===== src/rtl/lcd_scan_pkg.sv =====
package lcd_scan_pkg;
    typedef enum logic {
        DUTY_HALF = 1'b0,
        DUTY_FULL = 1'b1
    } duty_e;

    function automatic int unsigned line_len(int unsigned tick_hz, int unsigned rate,
                                             int unsigned rows);
        return tick_hz / (rate * rows);
    endfunction
endpackage


===== src/rtl/lcd_line_div.sv =====
module lcd_line_div #(
    parameter int DIV_W = 6
) (
    input  logic             clk,
    input  logic             rst,
    input  logic             tick_en,
    input  logic [DIV_W-1:0] limit,
    output logic             line_end
);
    typedef struct packed {
        logic [DIV_W-1:0] cnt;
    } div_t;

    div_t st_d, st_q;
    logic at_last;

    always_comb begin
        st_d     = st_q;
        at_last  = (st_q.cnt >= (limit - DIV_W'(1)));
        line_end = tick_en && at_last;
        if (tick_en) begin
            if (at_last) st_d.cnt = '0;
            else         st_d.cnt = st_q.cnt + DIV_W'(1);
        end
    end

    always_ff @(posedge clk) begin
        if (rst) st_q <= '0;
        else     st_q <= st_d;
    end
endmodule


===== src/rtl/lcd_row_seq.sv =====
module lcd_row_seq #(
    parameter int ROW_W = 5
) (
    input  logic             clk,
    input  logic             rst,
    input  logic             line_end,
    input  logic [ROW_W-1:0] last_row,
    output logic [ROW_W-1:0] row,
    output logic             frame,
    output logic             cl,
    output logic             m
);
    typedef struct packed {
        logic [ROW_W-1:0] row;
        logic             frame;
        logic             cl;
        logic             m;
    } seq_t;

    seq_t st_d, st_q;

    always_comb begin
        st_d    = st_q;
        st_d.cl = 1'b0;
        if (line_end) begin
            st_d.cl = 1'b1;
            if (st_q.row >= last_row) begin
                st_d.row = '0;
                st_d.m   = ~st_q.m;
            end else begin
                st_d.row = st_q.row + ROW_W'(1);
            end
        end
        st_d.frame = (st_d.row == '0);
    end

    always_ff @(posedge clk) begin
        if (rst) begin
            st_q.row   <= '0;
            st_q.frame <= 1'b1;
            st_q.cl    <= 1'b0;
            st_q.m     <= 1'b0;
        end else begin
            st_q <= st_d;
        end
    end

    assign row   = st_q.row;
    assign frame = st_q.frame;
    assign cl    = st_q.cl;
    assign m     = st_q.m;
endmodule


===== src/rtl/lcd_com_decode.sv =====
module lcd_com_decode #(
    parameter int NUM_COM = 32,
    parameter int ROW_W   = 5
) (
    input  logic [ROW_W-1:0]   row,
    input  logic               duty_full,
    output logic [NUM_COM-1:0] com_en
);
    localparam int HALF = NUM_COM / 2;

    for (genvar i = 0; i < NUM_COM; i++) begin : g_com
        if (i < HALF) begin : g_low
            assign com_en[i] = (row == ROW_W'(i));
        end else begin : g_high
            assign com_en[i] = duty_full && (row == ROW_W'(i));
        end
    end
endmodule


===== src/rtl/lcd_com_scan.sv =====
module lcd_com_scan #(
    parameter int TICK_HZ = 32768,
    parameter int NUM_COM = 32,
    parameter int RATE_LO = 64
) (
    input  logic                       clk,
    input  logic                       rst,
    input  logic                       tick_en,
    input  logic                       duty_full,
    input  logic                       rate_hi,
    output logic [NUM_COM-1:0]         com_en,
    output logic [$clog2(NUM_COM)-1:0] row_idx,
    output logic                       frame_o,
    output logic                       cl_o,
    output logic                       m_o
);
    import lcd_scan_pkg::*;

    localparam int ROW_W   = $clog2(NUM_COM);
    localparam int HALF    = NUM_COM / 2;
    localparam int LT_F_LO = line_len(TICK_HZ, RATE_LO, NUM_COM);
    localparam int LT_F_HI = line_len(TICK_HZ, 2 * RATE_LO, NUM_COM);
    localparam int LT_H_LO = line_len(TICK_HZ, RATE_LO, HALF);
    localparam int LT_H_HI = line_len(TICK_HZ, 2 * RATE_LO, HALF);
    localparam int DIV_W   = $clog2(LT_H_LO + 1);

    duty_e            duty;
    logic [DIV_W-1:0] limit;
    logic [ROW_W-1:0] last_row;
    logic             line_end;

    always_comb begin
        duty = duty_e'(duty_full);
        if (duty == DUTY_FULL) begin
            last_row = ROW_W'(NUM_COM - 1);
            limit    = rate_hi ? DIV_W'(LT_F_HI) : DIV_W'(LT_F_LO);
        end else begin
            last_row = ROW_W'(HALF - 1);
            limit    = rate_hi ? DIV_W'(LT_H_HI) : DIV_W'(LT_H_LO);
        end
    end

    lcd_line_div #(.DIV_W(DIV_W)) u_div (
        .clk     (clk),
        .rst     (rst),
        .tick_en (tick_en),
        .limit   (limit),
        .line_end(line_end)
    );

    lcd_row_seq #(.ROW_W(ROW_W)) u_seq (
        .clk     (clk),
        .rst     (rst),
        .line_end(line_end),
        .last_row(last_row),
        .row     (row_idx),
        .frame   (frame_o),
        .cl      (cl_o),
        .m       (m_o)
    );

    lcd_com_decode #(.NUM_COM(NUM_COM), .ROW_W(ROW_W)) u_dec (
        .row      (row_idx),
        .duty_full(duty_full),
        .com_en   (com_en)
    );
endmodule


===== config.mk =====
export PLATFORM = sky130hd
export DESIGN_NAME = lcd_com_scan
export DESIGN_NICKNAME = d
export VERILOG_FILES = /design/src/rtl/lcd_scan_pkg.sv /design/src/rtl/lcd_line_div.sv /design/src/rtl/lcd_row_seq.sv /design/src/rtl/lcd_com_decode.sv /design/src/rtl/lcd_com_scan.sv
export SDC_FILE = /design/constraint.sdc
export NUM_CORES = 1
export LEC_CHECK = 0
export ABC_AREA = 1
export ABC_CLOCK_PERIOD_IN_PS = 2100
export CORE_MARGIN = 2
export CORE_UTILIZATION = 40
export DETAILED_ROUTE_END_ITERATION = 8
export PLACE_DENSITY_LB_ADDON = 0.08
export SETUP_SLACK_MARGIN = 0.3
export SLEW_MARGIN = 0
export SYNTH_ARGS = -nofsm -noshare
export SYNTH_HDL_FRONTEND = slang
export SYNTH_SLANG_ARGS = --single-unit

===== constraint.sdc =====
create_clock -name clk -period 2.1 [get_ports clk]
set_clock_uncertainty 0.05 [all_clocks]
set_input_delay 0.42 -clock clk [delete_from_list [all_inputs] [get_ports clk]]
set_output_delay 0.42 -clock clk [all_outputs]
set_load 0.05 [all_outputs]

==> flow_summary.toml, run 1 <==
[yosys]
ys_seq_elements = 14
yosysTopAreaCellShare_pct = 24.1
yosysTopAreaCell = "dfxtp_1"
synthTopCellsByArea = "dfxtp_1, nor2_1, nand2_1"
ys_seq_area_share_pct = 24.1
synth_area_per_cell_sq_um = 6.49
syn_area_sq_um = 1160
synth_nets = 195
yosys_warnings = 0
yosysUniqueCellTypes = 28
netlist_instances = 179

[grt]
grt_max_degree = 10

[die]
io_pins = 45
fp-row-count = 19
die_height_um = 57.9
die_w_um = 57.9
start_util_pct = 42.1

[timing]
worst-ep-kind = "primary output"
grt-worst-endpoint = "com_en[14]"

[clocking]
cts_htree_levels = 1
cts_root_buffer = "clkbuf_4"
cts_made_buffers = 3
cts_buffer_depth = 2
cts_sinks = 14

[run_status]
stop_stage = "global routing (5_1_grt)"
stop_error = "[ERROR DPL-0038] Utilization greater than 100%, impossible to legalize"
outcome = "stopped before the end"

[place]
gp_congestion = 0.998
pre_cts_ws_ps = -310
post-dp-hpwl_um = 2860
io_buffers = 44
[timing repair]
item / 4_1_cts
buffers inserted: 12
hold buffers: 0
setup endpoints to repair: 52
pin swaps: 10
cloned: 1
resized for setup: 58
[cell usage after synthesis]
master	n
a211oi_2	1
a21oi_1	1
a21oi_2	1
a21oi_4	1
buf_2	1
buf_4	3
buf_6	1
clkbuf_1	2
conb_1	1
dfxtp_1	14
ha_1	11
inv_1	21
nand2_1	38
nand2_2	6
nand3_1	12
nand4_1	4
nand4_2	1
nor2_1	45
nor2_2	3
nor2_4	1
nor3_1	1
nor3_2	1
nor3b_2	1
o21bai_2	1
or2_1	1
or2_2	1
xnor2_1	2
xor2_1	3
[cells by family after synthesis]
logic type | after synthesis | synth area share (%)
AOI/OAI and AO/OA | 5 | 4.63
xor gates and xnor gates | 5 | 3.77
adders and majority gates | 11 | 11.9
buffers and inverters | 28 | 10.8
DFF | 14 | 24.1
other | 1 | 0.323
and+or+nand+nor | 115 | 44.5
[metrics by stage]
stage,instances,instance area (sq um)
floorplan,179,1420
global placement,251,2190
detailed placement,251,2190
CTS,268,2540
==> inputs of run 2 (changes only) <==
- CORE_UTILIZATION: 40 -> 25
- PLACE_DENSITY_LB_ADDON: 0.08 -> 0.15
- SETUP_SLACK_MARGIN: 0.3 -> not set
==> run 2 against run 1 <==
The flow now finishes without violations. Area after synthesis is the same. Synthesized cell count is the same.
==> flow_summary.toml, run 2 <==
[run_status]
outcome = "finished, final reports clean"

[grt]
grt_max_degree = 14
grtUsageMet2_pct = 18.0
grt_pass1_wl_um = 5420
overflow = 0
antenna_found_initial = 0
grt_use_total_pct = 13.1
busiest_layer = "met1"
use_met1_pct = 20.1
met3_usage_pct = 2.36
grt_pass1_vias = 1149

[clocking]
cts_root_buffer = "clkbuf_8"
cts_sinks = 14
cts_tree = "yes"
insertion_delay_ps = 240
cts_buffer_depth = 2
clkTransAtPathRegs_ps = 50
cts_made_buffers = 3
cts_htree_levels = 1

[yosys]
synth_nets = 195
yosysUniqueCellTypes = 28
synthTopCellsByArea = "dfxtp_1, nor2_1, nand2_1"
synth_edf_count = 0
synth_area_per_cell_sq_um = 6.49
syn_area_sq_um = 1160
netlist_instances = 179
synth_most_common_cell = "nor2_1"
yosysTopAreaCellShare_pct = 24.1
yosys_warnings = 0
ys_seq_area_share_pct = 24.1
ys_async_sr_fraction_pct = 0
yosysTopAreaCell = "dfxtp_1"
ys_seq_elements = 14
netlist_top_cells_count = "nor2_1, nand2_1, inv_1"
ys.flop_type = "dfxtp_1"

[worst_setup_path]
cp_max_fo = 6
worst_path_max_delay_cell = "dfxtp_2"
worstSetupEndpointType = "output port"
critPathKind = "register to output port"
crit_arrival_ps = 1500
cp.required_ps = 1630
cpPeakStageDelay_ps = 350
crit_chain = "inv_1, ha_2, nand3_1, nor2_2, buf_12"
start_kind = "register"
reg2reg_slack_ps = 440

[die]
die-area_sq_um = 5210
io_pins = 45
coreArea_sq_um = 4410
die_w_um = 72.2
die_height_um = 72.2
fp-row-count = 24
start_util_pct = 26.3

[job]
drv_cap = 0

[hold_path]
hold_class = "register to register"

[timing]
slew_headroom_pct = 66.4
tns_ps = 0
slew_viol_final = 0
fmax_mhz = 507
min_period_ps = 1970
rsz0062_at_grt = "no"
setup_viol = 0
period_share_pct = 93.9
hold_viol = 0
worst_pin_slew_ps = 503
whs_ps = 472

[drt]
vias = 1188
drtIter0Drc = 30
wirelength_um = 3180
antenna_left = 0
drt-wirelength-per-cell_um = 11.4
vias_per_cell = 4.26
drc = 0
dr.pass1.iters = 4

[cells_and_area]
regMostFlops = "u_div.st_q"
final_layout_size_suffix_gt1_share_pct = 45.8
fillers = 404
largest_register_ffs = 6
design_area_sq_um = 2230
most-common-layout-cells = "nand2_1, buf_12, inv_1"
top_regs = "u_div.st_q: 6 flops, u_seq.row: 5 flops"
num_antenna_cells = 0
fin_nets = 245
area_delta_synth_final_pct = 91.9

[pwr]
power_per_cell_area_nw_per_um2 = 236
ir_drop_uv = 328
leakage_nw = 0.930

[place]
io_buffers = 44
dpl_cell_area_sq_um = 2150
post-dp-hpwl_um = 2780
gp_congestion = 0.848
run 2: cell counts after synthesis:
Identical to the previous run, type by type.
run 2: where the power goes:
group          internal (W)  leakage (nW)  switching, W
Combinational     0.0000188         0.794     0.0000219
Sequential         0.000270         0.115    0.00000258
Clock              0.000126        0.0216     0.0000867
run 2: worst max-delay path, delay by kind of cell, from the launching register on:
family,cells,cell delay (ps)
AND/OR/NAND/NOR,2,360
flip-flops,1,350
adder cells (fa/ha/maj),1,240
buffers and inverters,2,300
run 2: timing repair:
item	4_1_cts	5_1_grt
pin swaps	4	0
setup endpoints to repair	20	2
resized for setup	13	2
hold buffers	0	0
buffers inserted	0	0
run 2: cells by family (layout without fill, tap and decap cells):
| family | after synthesis | after routing | synth area share, % |
|---|---|---|---|
| AO/OA/AOI/OAI | 5 | 5 | 4.63 |
| other | 1 | 1 | 0.323 |
| adder cells (fa/ha/maj) | 11 | 11 | 11.9 |
| flip-flops | 14 | 14 | 24.1 |
| XOR/XNOR | 5 | 5 | 3.77 |
| AND/OR/NAND/NOR | 115 | 115 | 44.5 |
| buffers and inverters | 28 | 76 | 10.8 |
run 2: area by class of cell:
cell class	count	area (sq um)	area share [%]
Multi-Input combinational cell	137	916	41.1
Timing Repair Buffer	52	843	37.8
Sequential cell	14	284	12.7
Inverter	21	78.8	3.54
Tap cell	52	65.1	2.92
Clock buffer	3	41.3	1.85
run 2: worst paths after layout:
| path | end | cells after the start | startpoint |
|---|---|---|---|
| setup / recovery | com_en[4] | 5 | u_seq.row[0]$_SDFF_PP0_ |
| hold / removal | u_seq.m$_SDFFE_PP0P_ | 2 | u_seq.m$_SDFFE_PP0P_ |
| setup reg to reg | u_seq.frame$_SDFF_PP1_ | 9 | u_seq.row[4]$_SDFF_PP0_ |
| hold reg to reg | u_seq.m$_SDFFE_PP0P_ | 2 | u_seq.m$_SDFFE_PP0P_ |
run 2: metrics by stage:
stage / utilization [%] / setup slack (ps) / std cells / power [W]
finish: 50.5 / 127 / 279 / 0.000526
global route: 50.5 / 2.73 / 279 / 0.000556
CTS: 50.4 / 77.3 / 279 / 0.000536
detailed placement: 48.6 / -300 / 276 / 0.000319
global placement: 48.6 / -272 / 276 / 0.000319
floorplan: - / -61.7 / 179 / 0.000305
run 2: metal layers:
layer | up-vias | share of wire (%) | wire [um]
li1 | 642 | - | -
met1 | 511 | 54 | 1710
met2 | 33 | 41 | 1300
met3 | 2 | 4.6 | 147
met4 | 0 | 0.85 | 27
met5 | - | 0 | 0
No activity file was read; power rests on OpenSTA's default activity.
==> inputs of run 3 (changes only) <==
--- a/constraint.sdc
+++ b/constraint.sdc
@@ -4,2 +4,2 @@
 set_output_delay 0.42 -clock clk [all_outputs]
-set_load 0.05 [all_outputs]
+set_load 0.005 [all_outputs]
==> run 3 against run 2 <==
Maximum frequency shrank 5.2%. Critical path depth is the same. Global-route usage is 1.0 points lower. Largest power group unchanged. Highest routed layer unchanged.
==> flow_summary.toml, run 3 (synthesis gave the netlist of run 2 again) <==
[clocking]
cts_sinks = 14
cts_made_buffers = 3
hold_buffers = 0
cts_root_buffer = "clkbuf_8"
cts_htree_levels = 1
clkTransAtPathRegs_ps = 50
cts_tree = "yes"
insertion_delay_ps = 250
cts_buffer_depth = 2

[die]
die-area_sq_um = 5210
die_w_um = 72.2
coreArea_sq_um = 4410
die_height_um = 72.2
start_util_pct = 26.3
fp-row-count = 24
io_pins = 45

[grt]
grt_pass1_wl_um = 4950
overflow = 0
grt_use_total_pct = 12.0
grt_pass1_vias = 1122
antenna_found_initial = 0
grt_max_degree = 16

[place]
io_buffers = 44
pre_cts_ws_ps = -311
gp_congestion = 0.822
post-dp-hpwl_um = 2480

[timing]
rsz0062_at_grt = "yes"
whs_ps = 473
slew_viol_final = 0
fmax_mhz = 481
setup_viol = 0
period_share_pct = 99.1
hold_viol = 0
min_period_ps = 2080
setup_slack_ps = 19.1

[pwr]
power_per_cell_area_nw_per_um2 = 272
leakage_nw = 1.17
ir_drop_uv = 306

[worst_setup_path]
crit_chain = "ha_4, buf_4, nand2_1, nor2_1, clkdlybuf4s50_1"
cpPeakStageDelay_ps = 500
crit_arrival_ps = 1610
cp.required_ps = 1630
critPathKind = "register to output port"
start_kind = "register"
cp_max_fo = 5
worst_path_max_delay_cell = "clkdlybuf4s50_1"
reg2reg_slack_ps = 490
worstSetupEndpointType = "output port"

[cells_and_area]
final_util_pct = 44.3
top_regs = "u_div.st_q: 6 flops, u_seq.row: 5 flops"
final_common_cell = "nor2_1"
final_layout_size_suffix_gt1_share_pct = 28.0
num_antenna_cells = 0
fin_nets = 250
area_delta_synth_final_pct = 68.4
largest_register_ffs = 6
most-common-layout-cells = "nor2_1, nand2_1, dlymetal6s2s_1"
regMostFlops = "u_div.st_q"

[run_status]
outcome = "finished, final reports clean"

[drt]
dr.pass1.iters = 4
vias_per_cell = 4.46
wirelength_um = 3370
drtIter0Drc = 46
drt-wirelength-per-cell_um = 11.9
drc = 0
vias = 1268
antenna_left = 0

[hold_path]
hold_class = "register to register"

[job]
drv_cap = 0
[run 3: cell count changes in the layout (fill, tap and decap cells not counted), sizes merged]
cell	before	now
buf	43	13
clkbuf	3	4
clkdlybuf4s50	7	15
clkinvlp	0	1
dlygate4sd2	2	9
dlymetal6s2s	0	19
inv	21	20
[run 3: area by class of cell]
cell class | count | area (sq um)
fillers | 448 | 2460
multi-input cells | 137 | 883
repair buffers | 57 | 582
flip-flops and latches | 14 | 297
inverters | 21 | 87.6
well taps | 52 | 65.1
clock buffers | 3 | 41.3
[run 3: metal layers]
layer / GRT usage [%] / wire, um
met4: 5.66 / 57
met5: 0 / 0
met2: 18.8 / 1560
met1: 16.0 / 1560
met3: 2.36 / 187
[run 3: repair_timing]
| action | CTS | global route |
|---|---|---|
| gates resized for setup | 25 | 49 |
| pin swaps | 0 | 11 |
| gates cloned | 0 | 0 |
| endpoints found under the setup margin | 40 | 28 |
| buffers inserted | 0 | 3 |
[run 3: report_power, final]
group / leakage (nW) / switching (W) / internal (W)
clock: 0.0216 / 0.0000939 / 0.000127
combinational: 1.03 / 0.0000230 / 0.0000202
sequential: 0.117 / 0.00000273 / 0.000264
[run 3: through the flow]
| step | TNS [ps] | total power (W) | cell area, sq um | cells |
|---|---|---|---|---|
| floorplan | 0 | 0.000304 | 1160 | 179 |
| global placement | -6900 | 0.000319 | 1710 | 278 |
| detailed placement | -7460 | 0.000319 | 1710 | 278 |
| CTS | -775 | 0.000541 | 1780 | 281 |
| global route | -82.5 | 0.000548 | 1960 | 284 |
| finish | 0 | 0.000531 | 1960 | 284 |
[run 3: critical path: cells and delay by family (launching register included)]
family	cells	cell delay, ps
DFF	1	410
adders and majority gates	1	150
buffers and inverters	2	630
and+or+nand+nor	2	180
[run 3: path summary, 6_finish.rpt]
kind                               from                      to  cells after the start
max             u_seq.row[1]$_SDFF_PP0_               com_en[3]                      5
min                u_seq.m$_SDFFE_PP0P_    u_seq.m$_SDFFE_PP0P_                      2
max reg2reg  u_div.st_q[5]$_SDFFE_PP0P_  u_seq.frame$_SDFF_PP1_                      9
min reg2reg        u_seq.m$_SDFFE_PP0P_    u_seq.m$_SDFFE_PP0P_                      2
==> inputs of run 4 (changes only) <==
- ABC_AREA: 1 -> not set
==> run 4 against run 3 <==
Die area is 6.2% lower. Worst setup slack better by 30 ps. Sequential share of layout area is 0.61 points higher. Cell area is 5.5% lower. Critical path type unchanged. Combinational power grew 1%. Clock-buffer cell count is 1 higher. Non-clock buffer count up 7. Clock power up 21%. First-iteration DRC count decreased by 39%. Worst hold slack gained 24 ps. Global-route usage up 1.7 points. Highest routed layer unchanged.
==> flow_summary.toml, run 4 <==
[yosys]
synthTopCellsByArea = "dfxtp_1, ha_1, nor2_1"
synth_most_common_cell = "nor2_1"
ys.flop_type = "dfxtp_1"
yosysTopAreaCellShare_pct = 25.8
yosysTopAreaCell = "dfxtp_1"
ys_seq_elements = 14
yosysUniqueCellTypes = 45
synth_edf_count = 0
ys_seq_area_share_pct = 25.8
synth_area_per_cell_sq_um = 7.64
syn_area_sq_um = 1080
synth_nets = 158
yosys_warnings = 0
netlist_instances = 142
netlist_top_cells_count = "nor2_1, dfxtp_1, ha_1"
ys_async_sr_fraction_pct = 0

[cells_and_area]
most-common-layout-cells = "nor2_1, dlygate4sd2_1, buf_4"
final_layout_size_suffix_gt1_share_pct = 25.4
fin_nets = 218
area_delta_synth_final_pct = 70.4
num_antenna_cells = 0
largest_register_ffs = 6
regMostFlops = "u_div.st_q"
top_regs = "u_div.st_q: 6 flops, u_seq.row: 5 flops"
final_common_cell = "nor2_1"
fin_cells = 251

[timing]
tns_ps = 0
setup_slack_ps = 49.2
rsz0062_at_grt = "yes"
period_share_pct = 97.7
setup_viol = 0
fmax_mhz = 488
min_period_ps = 2050
whs_ps = 497
hold_viol = 0
slew_viol_final = 0

[clocking]
cts_htree_levels = 1
cts_sinks = 14
insertion_delay_ps = 250
cts_root_buffer = "clkbuf_8"
cts_made_buffers = 3
clkTransAtPathRegs_ps = 60
cts_tree = "yes"
cts_buffer_depth = 2

[pwr]
power_per_cell_area_nw_per_um2 = 314
p_total_w = 0.000581
leakage_nw = 0.923
ir_drop_uv = 222

[die]
start_util_pct = 26.5
io_pins = 45
die_height_um = 69.9
die-area_sq_um = 4880
coreArea_sq_um = 4090
fp-row-count = 23
die_w_um = 69.9

[hold_path]
holdCritStartpoint = "u_div.st_q[5]$_SDFFE_PP0P_"
hold_class = "register to register"

[drt]
antenna_left = 0
wirelength_um = 3190
vias_per_cell = 4.73
vias = 1187
drt-wirelength-per-cell_um = 12.7
drc = 0
dr.pass1.iters = 4
drtIter0Drc = 28

[worst_setup_path]
crit_arrival_ps = 1580
start_kind = "register"
critPathKind = "register to output port"
worstSetupEndpointType = "output port"
cp.required_ps = 1630
worst_path_max_delay_cell = "clkdlybuf4s50_1"
critPathLaunch = "u_seq.row[0]$_SDFF_PP0_"
crit_chain = "inv_4, ha_4, buf_4, and2_1, clkdlybuf4s50_1"
cp_max_fo = 6
r2r_start = "u_div.st_q[4]$_SDFFE_PP0P_"
cpPeakStageDelay_ps = 490

[place]
pre_cts_ws_ps = -452
post-dp-hpwl_um = 2440
io_buffers = 44
gp_congestion = 0.823
dp.cells = 244

[job]
drv_cap = 0

[grt]
grt_pass1_vias = 1119
grt_pass1_wl_um = 5520
grt_use_total_pct = 13.7
antenna_found_initial = 0
grt_max_degree = 16
overflow = 0

[run_status]
outcome = "finished, final reports clean"
-- run 4: routing by layer --
layer  share of wire [%]  wire (um)  track usage [%]  vias up
li1                    -          -                -      618
met3                 7.0        222             2.89        4
met1                  48       1530             18.6      521
met4                 1.3         40             5.13        0
met2                  44       1400             21.4       44
met5                   0          0                0        -
-- run 4: what timing repair did --
item,4_1_cts,5_1_grt
pin swaps,16,5
hold buffers,0,0
resized for setup,46,17
setup buffers,1,2
endpoints found under the setup margin,46,18
-- run 4: worst paths after layout --
path	to	slack, ps	cells after the start
max	com_en[0]	50	5
min	u_div.st_q[5]$_SDFFE_PP0P_	500	2
max reg2reg	u_seq.m$_SDFFE_PP0P_	310	5
min reg2reg	u_div.st_q[5]$_SDFFE_PP0P_	500	2
-- run 4: stage by stage --
step	util, %	cell area [sq um]
global placement	40.9	1670
floorplan	-	1080
global route	45.2	1850
CTS	43.5	1780
finish	45.2	1850
detailed placement	40.9	1670
-- run 4: kinds of logic (layout without fill, tap and decap cells) --
kind of cell	count (synthesis)	count (layout)	share of synthesized area [%]
AND/OR/NAND/NOR	73	73	32.9
AO/OA/AOI/OAI	21	21	15.2
flip-flops	14	14	25.8
buffers and inverters	13	72	5.42
adder cells (fa/ha/maj)	11	11	12.7
XOR/XNOR	7	7	5.65
multiplexers	2	2	1.96
other	1	1	0.346
-- run 4: critical path, delay by kind of cell, from the launching register on --
family / cells / cell delay, ps
adder cells (fa/ha/maj): 1 / 160
buffers and inverters: 3 / 690
flip-flops: 1 / 380
AND/OR/NAND/NOR: 1 / 100
-- run 4: cell type report --
type | instances | area, sq um
clock buffers | 4 | 55.1
fillers | 414 | 2240
inverters | 4 | 17.5
multi-input cells | 115 | 841
flip-flops and latches | 14 | 292
well taps | 50 | 62.6
repair buffers | 64 | 581
-- run 4: where the power goes --
group          internal [W]  leakage, nW  switching [W]
clock              0.000166       0.0288       0.000100
combinational     0.0000226        0.778      0.0000210
sequential         0.000267        0.116     0.00000352
total              0.000456        0.923       0.000125
